## src/rtl/maskgpio_pkg.sv

```systemverilog
package maskgpio_pkg;

  parameter int PIN_W   = 8;
  parameter int BUS_W   = 32;
  parameter int WADDR_W = 10;
  parameter int NPAD    = 8;
  parameter int NID     = 12;

  localparam int PADIDX_W = $clog2(NPAD);
  localparam int IDIDX_W  = $clog2(NID);

  localparam logic [WADDR_W-1:0] DIR_WADDR = 10'h100;
  localparam logic [WADDR_W-1:0] PAD_BASE  = 10'h140;
  localparam logic [WADDR_W-1:0] ID_BASE   = 10'h3F4;

  typedef struct packed {
    logic                data;
    logic                dir;
    logic                pad;
    logic                id;
    logic [PADIDX_W-1:0] pad_idx;
    logic [IDIDX_W-1:0]  id_idx;
    logic [PIN_W-1:0]    mask;
  } acc_dec_t;

  function automatic logic [7:0] id_byte(input logic [IDIDX_W-1:0] idx);
    logic [7:0] b;
    case (idx)
      4'd4:    b = 8'h61;
      4'd5:    b = 8'h10;
      4'd6:    b = 8'h04;
      4'd8:    b = 8'h0D;
      4'd9:    b = 8'hF0;
      4'd10:   b = 8'h05;
      4'd11:   b = 8'hB1;
      default: b = 8'h00;
    endcase
    return b;
  endfunction

endpackage

```

## src/rtl/maskgpio_rst_sync.sv

```systemverilog
module maskgpio_rst_sync #(
  parameter int STAGES = 2
) (
  input  logic clk,
  input  logic rst_n_async,
  output logic rst_n_sync
);

  logic [STAGES-1:0] sh_q;
  logic [STAGES-1:0] sh_d;

  always_comb begin
    sh_d = {sh_q[STAGES-2:0], 1'b1};
  end

  always_ff @(posedge clk or negedge rst_n_async) begin
    if (!rst_n_async) sh_q <= '0;
    else              sh_q <= sh_d;
  end

  assign rst_n_sync = sh_q[STAGES-1];

endmodule

```

## src/rtl/maskgpio_decode.sv

```systemverilog
module maskgpio_decode
  import maskgpio_pkg::*;
#(
  parameter int AW = WADDR_W,
  parameter int PW = PIN_W
) (
  input  logic [AW-1:0] waddr,
  output acc_dec_t      dec
);

  localparam int DATA_TOP = PW;

  logic [AW-1:0] pad_off;
  logic [AW-1:0] id_off;

  always_comb begin
    pad_off      = waddr - PAD_BASE;
    id_off       = waddr - ID_BASE;
    dec          = '0;
    dec.mask     = waddr[PW-1:0];
    dec.data     = (waddr[AW-1:DATA_TOP] == '0);
    dec.dir      = (waddr == DIR_WADDR);
    dec.pad      = (waddr >= PAD_BASE) && (waddr < PAD_BASE + AW'(NPAD));
    dec.id       = (waddr >= ID_BASE);
    dec.pad_idx  = pad_off[PADIDX_W-1:0];
    dec.id_idx   = id_off[IDIDX_W-1:0];
  end

  always_comb begin
    assert ($countones({dec.data, dec.dir, dec.pad, dec.id}) <= 1)
      else $error("AST_DECODE_EXCLUSIVE");
  end

endmodule

```

## src/rtl/maskgpio_pin_core.sv

```systemverilog
module maskgpio_pin_core #(
  parameter int PW = 8
) (
  input  logic          clk,
  input  logic          rst_n,
  input  logic          wr_data,
  input  logic          wr_dir,
  input  logic [PW-1:0] mask,
  input  logic [PW-1:0] wdata,
  input  logic [PW-1:0] pin_in,
  output logic [PW-1:0] data_q,
  output logic [PW-1:0] dir_q,
  output logic [PW-1:0] pin_out,
  output logic [PW-1:0] pin_chg
);

  logic [PW-1:0] data_d;
  logic [PW-1:0] dir_d;
  logic          dir_en;
  logic [PW-1:0] wmask;
  logic [PW-1:0] out_d;
  logic [PW-1:0] out_q;
  logic [PW-1:0] chg_d;
  logic [PW-1:0] chg_q;

  always_comb begin
    wmask  = mask & dir_q;
    data_d = (data_q & dir_q) | (pin_in & ~dir_q);
    if (wr_data) data_d = (data_d & ~wmask) | (wdata & wmask);
    dir_en = wr_dir;
    dir_d  = wdata;
    out_d  = (data_d & (dir_en ? dir_d : dir_q)) | ~(dir_en ? dir_d : dir_q);
    chg_d  = out_d ^ out_q;
  end

  always_ff @(posedge clk or negedge rst_n) begin
    if (!rst_n) begin
      data_q <= '0;
      out_q  <= '1;
      chg_q  <= '0;
    end else begin
      data_q <= data_d;
      out_q  <= out_d;
      chg_q  <= chg_d;
    end
  end

  always_ff @(posedge clk or negedge rst_n) begin
    if (!rst_n)      dir_q <= '0;
    else if (dir_en) dir_q <= dir_d;
  end

  assign pin_out = out_q;
  assign pin_chg = chg_q;

  AST_INPUT_PIN_HIGH: assert property (@(posedge clk) disable iff (!rst_n)
    (pin_out | dir_q) == '1);
  AST_OUTPUT_PIN_DATA: assert property (@(posedge clk) disable iff (!rst_n)
    (pin_out & dir_q) == (data_q & dir_q));
  AST_MASKED_WRITE: assert property (@(posedge clk) disable iff (!rst_n)
    wr_data |=> ((data_q ^ $past(data_q)) & $past(dir_q) & ~$past(mask)) == '0);
  AST_INPUT_TRACK: assert property (@(posedge clk) disable iff (!rst_n)
    1'b1 |=> (data_q & ~$past(dir_q)) == ($past(pin_in) & ~$past(dir_q)));
  AST_CHG_PULSE: assert property (@(posedge clk) disable iff (!rst_n)
    1'b1 |=> pin_chg == (pin_out ^ $past(pin_out)));

endmodule

```

## src/rtl/maskgpio_pad_bank.sv

```systemverilog
module maskgpio_pad_bank #(
  parameter int NREG = 8,
  parameter int RW   = 8,
  parameter int IW   = $clog2(NREG)
) (
  input  logic                clk,
  input  logic                rst_n,
  input  logic                wr,
  input  logic [IW-1:0]       idx,
  input  logic [RW-1:0]       wdata,
  output logic [NREG-1:0][RW-1:0] regs_q
);

  for (genvar k = 0; k < NREG; k++) begin : g_reg
    logic          en;
    logic [RW-1:0] nxt;

    always_comb begin
      en  = wr && (idx == IW'(k));
      nxt = wdata;
    end

    always_ff @(posedge clk or negedge rst_n) begin
      if (!rst_n)  regs_q[k] <= '0;
      else if (en) regs_q[k] <= nxt;
    end
  end

  AST_PAD_HOLD: assert property (@(posedge clk) disable iff (!rst_n)
    !wr |=> $stable(regs_q));

endmodule

```

## src/rtl/maskgpio_port.sv

```systemverilog
module maskgpio_port
  import maskgpio_pkg::*;
#(
  parameter int PW = PIN_W,
  parameter int DW = BUS_W,
  parameter int AW = WADDR_W
) (
  input  logic          clk,
  input  logic          rst_n,
  input  logic          bus_sel,
  input  logic          bus_wr,
  input  logic [AW-1:0] bus_waddr,
  input  logic [DW-1:0] bus_wdata,
  output logic [DW-1:0] bus_rdata,
  input  logic [PW-1:0] pin_in,
  output logic [PW-1:0] pin_out,
  output logic [PW-1:0] pin_chg
);

  logic                    rst_n_i;
  acc_dec_t                dec;
  logic                    wr_acc;
  logic                    rd_acc;
  logic [PW-1:0]           data_q;
  logic [PW-1:0]           dir_q;
  logic [NPAD-1:0][PW-1:0] pad_q;
  logic [DW-1:0]           rd_d;
  logic [DW-1:0]           rdata_q;
  logic                    rd_unmapped;
  logic                    unused_wdata_hi;

  assign unused_wdata_hi = ^bus_wdata[DW-1:PW];

  maskgpio_rst_sync #(.STAGES(2)) u_rst (
    .clk        (clk),
    .rst_n_async(rst_n),
    .rst_n_sync (rst_n_i)
  );

  maskgpio_decode #(.AW(AW), .PW(PW)) u_dec (
    .waddr(bus_waddr),
    .dec  (dec)
  );

  assign wr_acc = bus_sel & bus_wr;
  assign rd_acc = bus_sel & ~bus_wr;

  maskgpio_pin_core #(.PW(PW)) u_core (
    .clk    (clk),
    .rst_n  (rst_n_i),
    .wr_data(wr_acc & dec.data),
    .wr_dir (wr_acc & dec.dir),
    .mask   (dec.mask),
    .wdata  (bus_wdata[PW-1:0]),
    .pin_in (pin_in),
    .data_q (data_q),
    .dir_q  (dir_q),
    .pin_out(pin_out),
    .pin_chg(pin_chg)
  );

  maskgpio_pad_bank #(.NREG(NPAD), .RW(PW)) u_pads (
    .clk   (clk),
    .rst_n (rst_n_i),
    .wr    (wr_acc & dec.pad),
    .idx   (dec.pad_idx),
    .wdata (bus_wdata[PW-1:0]),
    .regs_q(pad_q)
  );

  always_comb begin
    rd_d = '0;
    if (dec.data)     rd_d[PW-1:0] = data_q & dec.mask;
    else if (dec.dir) rd_d[PW-1:0] = dir_q;
    else if (dec.pad) rd_d[PW-1:0] = pad_q[dec.pad_idx];
    else if (dec.id)  rd_d[7:0]    = id_byte(dec.id_idx);
    rd_unmapped = ~(dec.data | dec.dir | dec.pad | dec.id);
  end

  always_ff @(posedge clk or negedge rst_n_i) begin
    if (!rst_n_i)    rdata_q <= '0;
    else if (rd_acc) rdata_q <= rd_d;
  end

  assign bus_rdata = rdata_q;

  AST_UNMAPPED_READ_ZERO: assert property (@(posedge clk) disable iff (!rst_n_i)
    (rd_acc && rd_unmapped) |=> bus_rdata == '0);
  AST_RDATA_HOLD: assert property (@(posedge clk) disable iff (!rst_n_i)
    !rd_acc |=> $stable(bus_rdata));
  AST_RDATA_UPPER_ZERO: assert property (@(posedge clk) disable iff (!rst_n_i)
    bus_rdata[DW-1:PW] == '0);

endmodule

```

## config.mk

```make
export PLATFORM = sky130hd
export DESIGN_NAME = maskgpio_port
export DESIGN_NICKNAME = d
export VERILOG_FILES = /design/src/rtl/maskgpio_pkg.sv /design/src/rtl/maskgpio_rst_sync.sv /design/src/rtl/maskgpio_decode.sv /design/src/rtl/maskgpio_pin_core.sv /design/src/rtl/maskgpio_pad_bank.sv /design/src/rtl/maskgpio_port.sv
export SDC_FILE = /design/constraint.sdc
export NUM_CORES = 1
export LEC_CHECK = 0
export BUFFER_PORTS_ARGS = -buffer_cell sky130_fd_sc_hd__buf_2
export CAP_MARGIN = 25
export CORE_MARGIN = 10
export CORE_UTILIZATION = 41
export CTS_BUF_LIST = sky130_fd_sc_hd__clkbuf_16
export DETAILED_ROUTE_END_ITERATION = 8
export GPL_ROUTABILITY_DRIVEN = 0
export PLACE_DENSITY = 0.61
export SYNTH_ARGS = -nofsm -noshare
export SYNTH_HDL_FRONTEND = slang
export SYNTH_SLANG_ARGS = --single-unit
```

## constraint.sdc

```tcl
create_clock -name clk -period 5.8 [get_ports clk]
set_clock_uncertainty 0.05 [all_clocks]
set_input_delay 1.16 -clock clk [delete_from_list [all_inputs] [get_ports clk]]
set_output_delay 1.16 -clock clk [all_outputs]
set_load 0.05 [all_outputs]
```

==> impl_results.md, run 1 <==
- Maximum capacitance violations: 0
- Standard-cell row count: 43
- Total Routed Length: ~15,000 µm
- Initial antenna violation count: 0
- Async S/R FF share, synth: 100%
- CTS H-tree lvls: 3
- Count of inserted antenna diode cells: 0
- Syn-to-layout area delta: 12.1%
- Count of synthesis-stage warnings from yosys: 0
- Via count of the first global-routing pass: around 4.2k
- Leading post-synthesis cells by instance count: 98 x dfrtp_1, 56 x mux2_2, 32 x a21oi_1, 32 x nand2_1, 30 x clkbuf_1
- Final routed wire length divided by cell count: roughly 20 µm
- Number of cells in the design after placement: 718
- Largest net degree at the start of global routing: 70
- Overall routing resource usage: between 10 and 15%
- Number of enable-type register cells in the synthesized netlist: 0
- Vias per Instance: between 5 and 6
- Buffers from clock root to sink, at most: 2
- Crit path required time: between 5000 and 6000 ps
- Slew headroom: roughly two fifths
- Instance count of the mapped netlist: 517
- Die Y: approximately 140 µm
- Synth top area share: 42.9%
- Avg Inst Size Synth: 11.0 µm²
- Final count of pins violating max slew: 0
- Path category of the worst min-delay check: register to asynchronous set/reset pin
- Core outline area: ~14,000 µm²
- Achievable Freq: about 280 MHz
- Highest metal layer with signal wires: met4
- I/O Buffers: between 50 and 60
- Cell type contributing the most total cell area after synthesis: dfrtp_1
- Clock tree root buffer cell: clkbuf_16
- Most common cell in the synthesized netlist: dfrtp_1
- Highest net fanout along the worst path: 9
- Crit path arrival time: between 3000 and 4000 ps
- Fraction of final layout cells sized beyond drive strength 1: roughly a third
- Hold violation count in the final report: 0
- Netlist area before placement: roughly 5700 µm²
- Minimum clock period after layout: ~3600 ps
- Most used cell along the critical path: or4b_1
- Number of remaining DRC errors: 0
- Number of top-level design ports: just over 100
- DPL Wire Length: about 10,000 µm
- Measured slew at the worst slew-check pin: 865 ps
- Predominant post-synthesis flop cell: dfrtp_1
- First drt pass iteration count: 5
- Total via count after detailed routing: about 4.3k
- Starting utilization of the core area: around 41%
- Flip-flop and latch count after synthesis: about 110
- Aggregate negative setup slack: 0 ps
- Buffers & Inverters on Critical Path: 1
- Number of buffers added for setup after CTS: 0
- Outcome: completed
- Met3 WL post-DR: just over 800 µm
- Clock tree from TritonCTS: done
- Largest cells by area after synthesis: dfrtp_1 43%, mux2_2 11%, mux4_2 5.1%
- Die Wd: around 140 µm
- Final cell count without fillers: ~740
- Fill cell total of the finished layout: between 1k and 1.5k
- Count of cells resized by post-cts repair: 0
- Post-Route M1 WL: 6670 µm
- Clock slew seen by the registers of the worst setup and hold paths: approximately 70 ps
- Clk Latency, worst-skew pair: about 350 ps
- Number of buffers inserted during clock tree synthesis: 9
- Clock Sink Count: between 100 and 150
- Routed length on met2: between 6000 and 7000 µm
- Register area share after synthesis: a little under half
- CP Cell Sequence: buf_2, or4b_1, nor4_4, or4b_1, mux2_4
- VDD IR-drop max: 161 µV
- Crit path launch type: input port
- 1st-iter DRT viols: between 300 and 400
- Post-route fraction of the period consumed by the critical path: between 60% and 70%
- Power density of the placed cells: ~270 nW/µm²
- Cell class contributing the biggest share of worst-path delay: simple AND/OR/NAND/NOR gates
- First-pass GRT wire length: about 23,000 µm
- Leakage power figure: roughly 2.9 nW
- DRT antenna net count: 0
- Slowest cell on the critical path: or4b_1
- Global-route congestion overflow total: 0
- Overall die area: between 15,000 and 20,000 µm²
- Worst stage delay on the critical path: ~800 ps
- Hold_buf cts: 0
- Worst setup EP type: register
- Setup violators final: 0
- Count of different cell masters after synthesis: 48
- RSZ-0062 raised after global routing: no
- Layout net count: between 600 and 700
- Path type of the worst setup path: input port to register
## cells in the final DEF, fill, tap and decap left out, types with 13 or more instances in the layout
master | synthesis | final
o21ai_0 | 22 | 22
a21oi_1 | 32 | 32
inv_1 | 15 | 15
nor2_1 | 17 | 17
nor4_1 | 18 | 17
nand2_1 | 32 | 32
dfrtp_1 | 98 | 97
nand3_1 | 15 | 15
mux2_2 | 56 | 56
conb_1 | 2 | 25
mux4_2 | 13 | 13
buf_2 | 4 | 54
a31oi_1 | 14 | 14
## kinds of logic after synthesis
| group | count (synthesis) | share of synthesized area, % |
|---|---|---|
| flip-flops | 106 | 46.6 |
| buffers and inverters | 76 | 6.66 |
| XOR/XNOR | 1 | 0.153 |
| multiplexers | 85 | 19.7 |
| AND/OR/NAND/NOR | 141 | 15.0 |
| AO/OA/AOI/OAI | 106 | 11.7 |
| other | 2 | 0.131 |
## flip-flops by register name, summed over array words and instances, names as in the netlist
name,cells
u_rst.sh_q,2
bus_rdata,8
u_pads.regs_q,64
u_core.pin_chg,8
u_core.dir_q,8
u_core.pin_out,8
u_core.data_q,8
## worst paths after layout
check,startpoint,end,slack (ps),depth (start not counted)
worst min-delay path,u_rst.sh_q[1]$_DFF_PN0_,u_pads.regs_q[24]$_DFFE_PN0P_,240,0
max in group asynchronous,u_rst.sh_q[1]$_DFF_PN0_,u_core.pin_chg[6]$_DFF_PN0_,4210,1
worst max register to register,u_core.dir_q[4]$_DFF_PN0_,u_core.pin_chg[4]$_DFF_PN0_,4190,4
worst max-delay path,bus_waddr[9],u_pads.regs_q[54]$_DFFE_PN0P_,2250,5
worst min register to register,u_rst.sh_q[1]$_DFF_PN0_,u_pads.regs_q[24]$_DFFE_PN0P_,240,0
min in group clk,u_rst.sh_q[0]$_DFF_PN0_,u_rst.sh_q[1]$_DFF_PN0_,300,0
## report_power, final
part           internal [mW]  switching, mW  total [mW]  leakage, nW
clock network          0.462          0.272       0.733        0.175
logic                 0.0464          0.154       0.200         1.30
registers              0.757         0.0153       0.772         1.41
## cell type report
type                            instances  area (µm²)  area share, %
Clock buffer                            9         225           3.52
Clock inverter                          6         130           2.03
Sequential cell                       106        2670           41.6
Multi-Input combinational cell        358        2770           43.3
Tap cell                              180         225           3.52
Timing Repair Buffer                   60         323           5.04
Inverter                               16        60.1          0.938
## metal layers
metal  up-vias  global-route usage, %
li1       1952                      -
met1      2162                   19.4
met2       141                   23.7
met3        14                   3.73
met4         0                   5.11
met5         -                      0
## worst register-to-register path, stage by stage, from the launching register on
cell     delay [ps]
dfrtp_1         450
nor4_1          300
nand4_1         180
and4_1          270
nor4_1          240
## metrics by stage
step	util, %	area (µm²)	hold WS (ps)	setup WS, ps	power (mW)
finish	46.5	6400	238	2250	1.71
global route	46.5	6400	297	2140	1.77
CTS	46.3	6380	270	2260	1.72
detailed placement	43.8	6030	259	1900	0.986
global placement	43.7	6020	260	1880	0.983
floorplan	-	5800	281	2320	0.944
Note: power is estimated with default switching activity, not from simulation.
==> run 2, diff against run 1 <==
PLACE_DENSITY = 0.63   (was 0.61)
clock period = 3 ns   (was 5.8 ns; I/O delays follow)
==> run 2 against run 1 <==
Die area is the same. Worst hold slack gained 48 ps. Via count grew 1.6%. Core utilization grew 0.85 points. Routed wire length grew 1.9%. Critical endpoint is now u_pads.regs_q[10]$_DFFE_PN0P_. Largest power group unchanged.
==> impl_results.md, run 2 (synthesis gave the netlist of run 1 again) <==
- Buffers from clock root to sink, at most: 2 (unchanged)
- First drt pass iteration count: 5 (unchanged)
- Fraction of final layout cells sized beyond drive strength 1: 33.8% (was 32.3%)
- Post-route fraction of the period consumed by the critical path: 86.5%
- Measured slew at the worst slew-check pin: 734 ps (was 865 ps)
- Total power draw: 3.04 mW (was 1.71 mW)
- Clock Sink Count: 106 (unchanged)
- Overall routing resource usage: 15.9% (was 14.9%)
- Clock slew seen by the registers of the worst setup and hold paths: 70 ps (about the same)
- Starting utilization of the core area: 41.5% (unchanged)
- Maximum capacitance violations: 0 (unchanged)
- Highest net fanout along the worst path: 8 (was 9)
- Max reg flops: 64 (unchanged)
- Final core utilization: 47.3% (was 46.5%)
- Total Routed Length: 14,800 µm (was 14,600 µm)
- Minimum clock period after layout: approximately 2600 ps
- Largest net degree at the start of global routing: 48 (was 70)
- Final count of pins violating max slew: 0 (unchanged)
- Register containing the most flip-flops in the final layout: u_pads.regs_q (unchanged)
- VDD IR-drop max: 286 µV (was 161 µV)
- Core outline area: 13,800 µm² (unchanged)
- Via count of the first global-routing pass: 4,539 (was 4,248)
- Crit path required time: 3190 ps (was 5990 ps)
- Layout net count: 626 (was 605)
- Slowest cell on the critical path: or4_1 (was or4b_1)
- Number of remaining DRC errors: 0 (unchanged)
- Number of buffers added for setup after CTS: 0 (unchanged)
- I/O Buffers: 53 (unchanged)
- First-pass GRT wire length: 25,000 µm (was 23,400 µm)
- Count of cells resized by post-cts repair: 0 (unchanged)
- Aggregate negative setup slack: 0 ps (unchanged)
- Clock tree root buffer cell: clkbuf_16 (unchanged)
- RSZ-0062 raised after global routing: no (unchanged)
- Number of buffers inserted during clock tree synthesis: 9 (unchanged)
- Slew headroom: 50.9% (was 41.9%)
- Clk Latency, worst-skew pair: 350 ps (about the same)
- Path type of the worst setup path: input port to register (unchanged)
- CP Cell Sequence: buf_2, or4b_1, or4_1, nor2_4, mux2_2 (was buf_2, or4b_1, nor4_4, or4b_1, mux2_4)
- DRT antenna net count: 0 (unchanged)
- Final routed wire length divided by cell count: 19.6 µm (was 19.8 µm)
- Number of top-level design ports: 102 (unchanged)
- Placement-stage worst setup slack: 34.4 ps (was 1900 ps)
- Highest metal layer with signal wires: met4 (unchanged)
- Path category of the worst min-delay check: register to asynchronous set/reset pin (unchanged)
- DPL Wire Length: 10,600 µm (was 10,000 µm)
- Crit path launch type: input port (unchanged)
- Vias per Instance: 5.72 (was 5.81)
- Routed length on met2: 7070 µm (was 6850 µm)
- 1st-iter DRT viols: 296 (was 390)
- Outcome: completed (unchanged)
- Met3 WL post-DR: 899 µm (was 817 µm)
- Commonest non-fill, non-tap cell in the layout: dfrtp_1 (unchanged)
- Overall die area: 19,100 µm² (unchanged)
- Setup violators final: 0 (unchanged)
- Post-Route M1 WL: 6540 µm (was 6670 µm)
- Achievable Freq: just under 400 MHz
- Standard-cell row count: 43 (unchanged)
- Worst setup EP type: register (unchanged)
- CTS H-tree lvls: 3 (unchanged)
- Total via count after detailed routing: 4,339 (was 4,269)
- Clock tree from TritonCTS: done (unchanged)
- Worst stage delay on the critical path: 760 ps (was 800 ps)
- Initial antenna violation count: 0 (unchanged)
- Cell class contributing the biggest share of worst-path delay: simple AND/OR/NAND/NOR gates (unchanged)
- Die Y: 138 µm (unchanged)
- Buffers & Inverters on Critical Path: 1 (unchanged)
- Leakage power figure: 2.96 nW (was 2.88 nW)
- Hold_buf cts: 1 (was 0)
- Power density of the placed cells: 467 nW/µm² (was 266 nW/µm²)
- Crit path arrival time: 2780 ps (was 3740 ps)
- Leading cell types in the layout, fill and taps excluded: 97 x dfrtp_1, 56 x mux2_2, 53 x buf_2 (was 97 x dfrtp_1, 56 x mux2_2, 54 x buf_2)
- Global-route congestion overflow total: 0 (unchanged)
- Syn-to-layout area delta: 14.2% (was 12.1%)
- Hold violation count in the final report: 0 (unchanged)
- Worst Slack Setup Final: 405 ps (was 2250 ps)
- Die Wd: 138 µm (unchanged)
run 2: cell count changes in the layout (fill, tap and decap cells not counted), moves of 3 or more:
cell       previous run  this run
buf_12                0         3
buf_4                 5        24
bufinv_16             4         1
clkinv_1              0         3
run 2: cell type report:
| cell class | count | area [µm²] |
|---|---|---|
| repair buffers | 81 | 515 |
| well taps | 180 | 225 |
| flip-flops and latches | 106 | 2670 |
| clock inverters | 7 | 58.8 |
| multi-input cells | 358 | 2770 |
| clock buffers | 9 | 225 |
| inverters | 16 | 60.1 |
| diodes | 1 | 2.50 |
| fillers | 1289 | 7250 |
run 2: per-stage QoR:
| stage | hold slack [ps] | instance area (µm²) | cells |
|---|---|---|---|
| floorplan | 254 | 5800 | 540 |
| global placement | 284 | 6220 | 740 |
| detailed placement | 285 | 6220 | 740 |
| CTS | 300 | 6520 | 757 |
| global route | 327 | 6520 | 757 |
| finish | 286 | 6520 | 758 |
run 2: final timing paths:
| kind | slack (ps) | endpoint | start | cells after the start |
|---|---|---|---|---|
| max | 410 | u_pads.regs_q[10]$_DFFE_PN0P_ | bus_waddr[9] | 5 |
| min | 290 | u_pads.regs_q[56]$_DFFE_PN0P_ | u_rst.sh_q[1]$_DFF_PN0_ | 0 |
| max reg2reg | 1430 | u_core.pin_chg[3]$_DFF_PN0_ | u_core.dir_q[3]$_DFF_PN0_ | 4 |
| min reg2reg | 290 | u_pads.regs_q[56]$_DFFE_PN0P_ | u_rst.sh_q[1]$_DFF_PN0_ | 0 |
| max in group asynchronous | 1750 | u_core.pin_out[7]$_DFF_PN1_ | u_rst.sh_q[1]$_DFF_PN0_ | 1 |
| min in group clk | 300 | u_rst.sh_q[1]$_DFF_PN0_ | u_rst.sh_q[0]$_DFF_PN0_ | 0 |
run 2: power breakdown:
part / total (mW) / internal [mW] / switching, mW / leakage [nW]
Sequential: 1.50 / 1.46 / 0.0320 / 1.41
Combinational: 0.398 / 0.0999 / 0.298 / 1.41
Clock: 1.15 / 0.637 / 0.513 / 0.144
Total: 3.04 / 2.20 / 0.843 / 2.96
run 2: layer usage:
metal,global-route usage [%],vias up
met1,19.9,2177
met3,4.59,25
met5,0,-
met2,25.6,130
li1,-,2007
met4,5.55,0
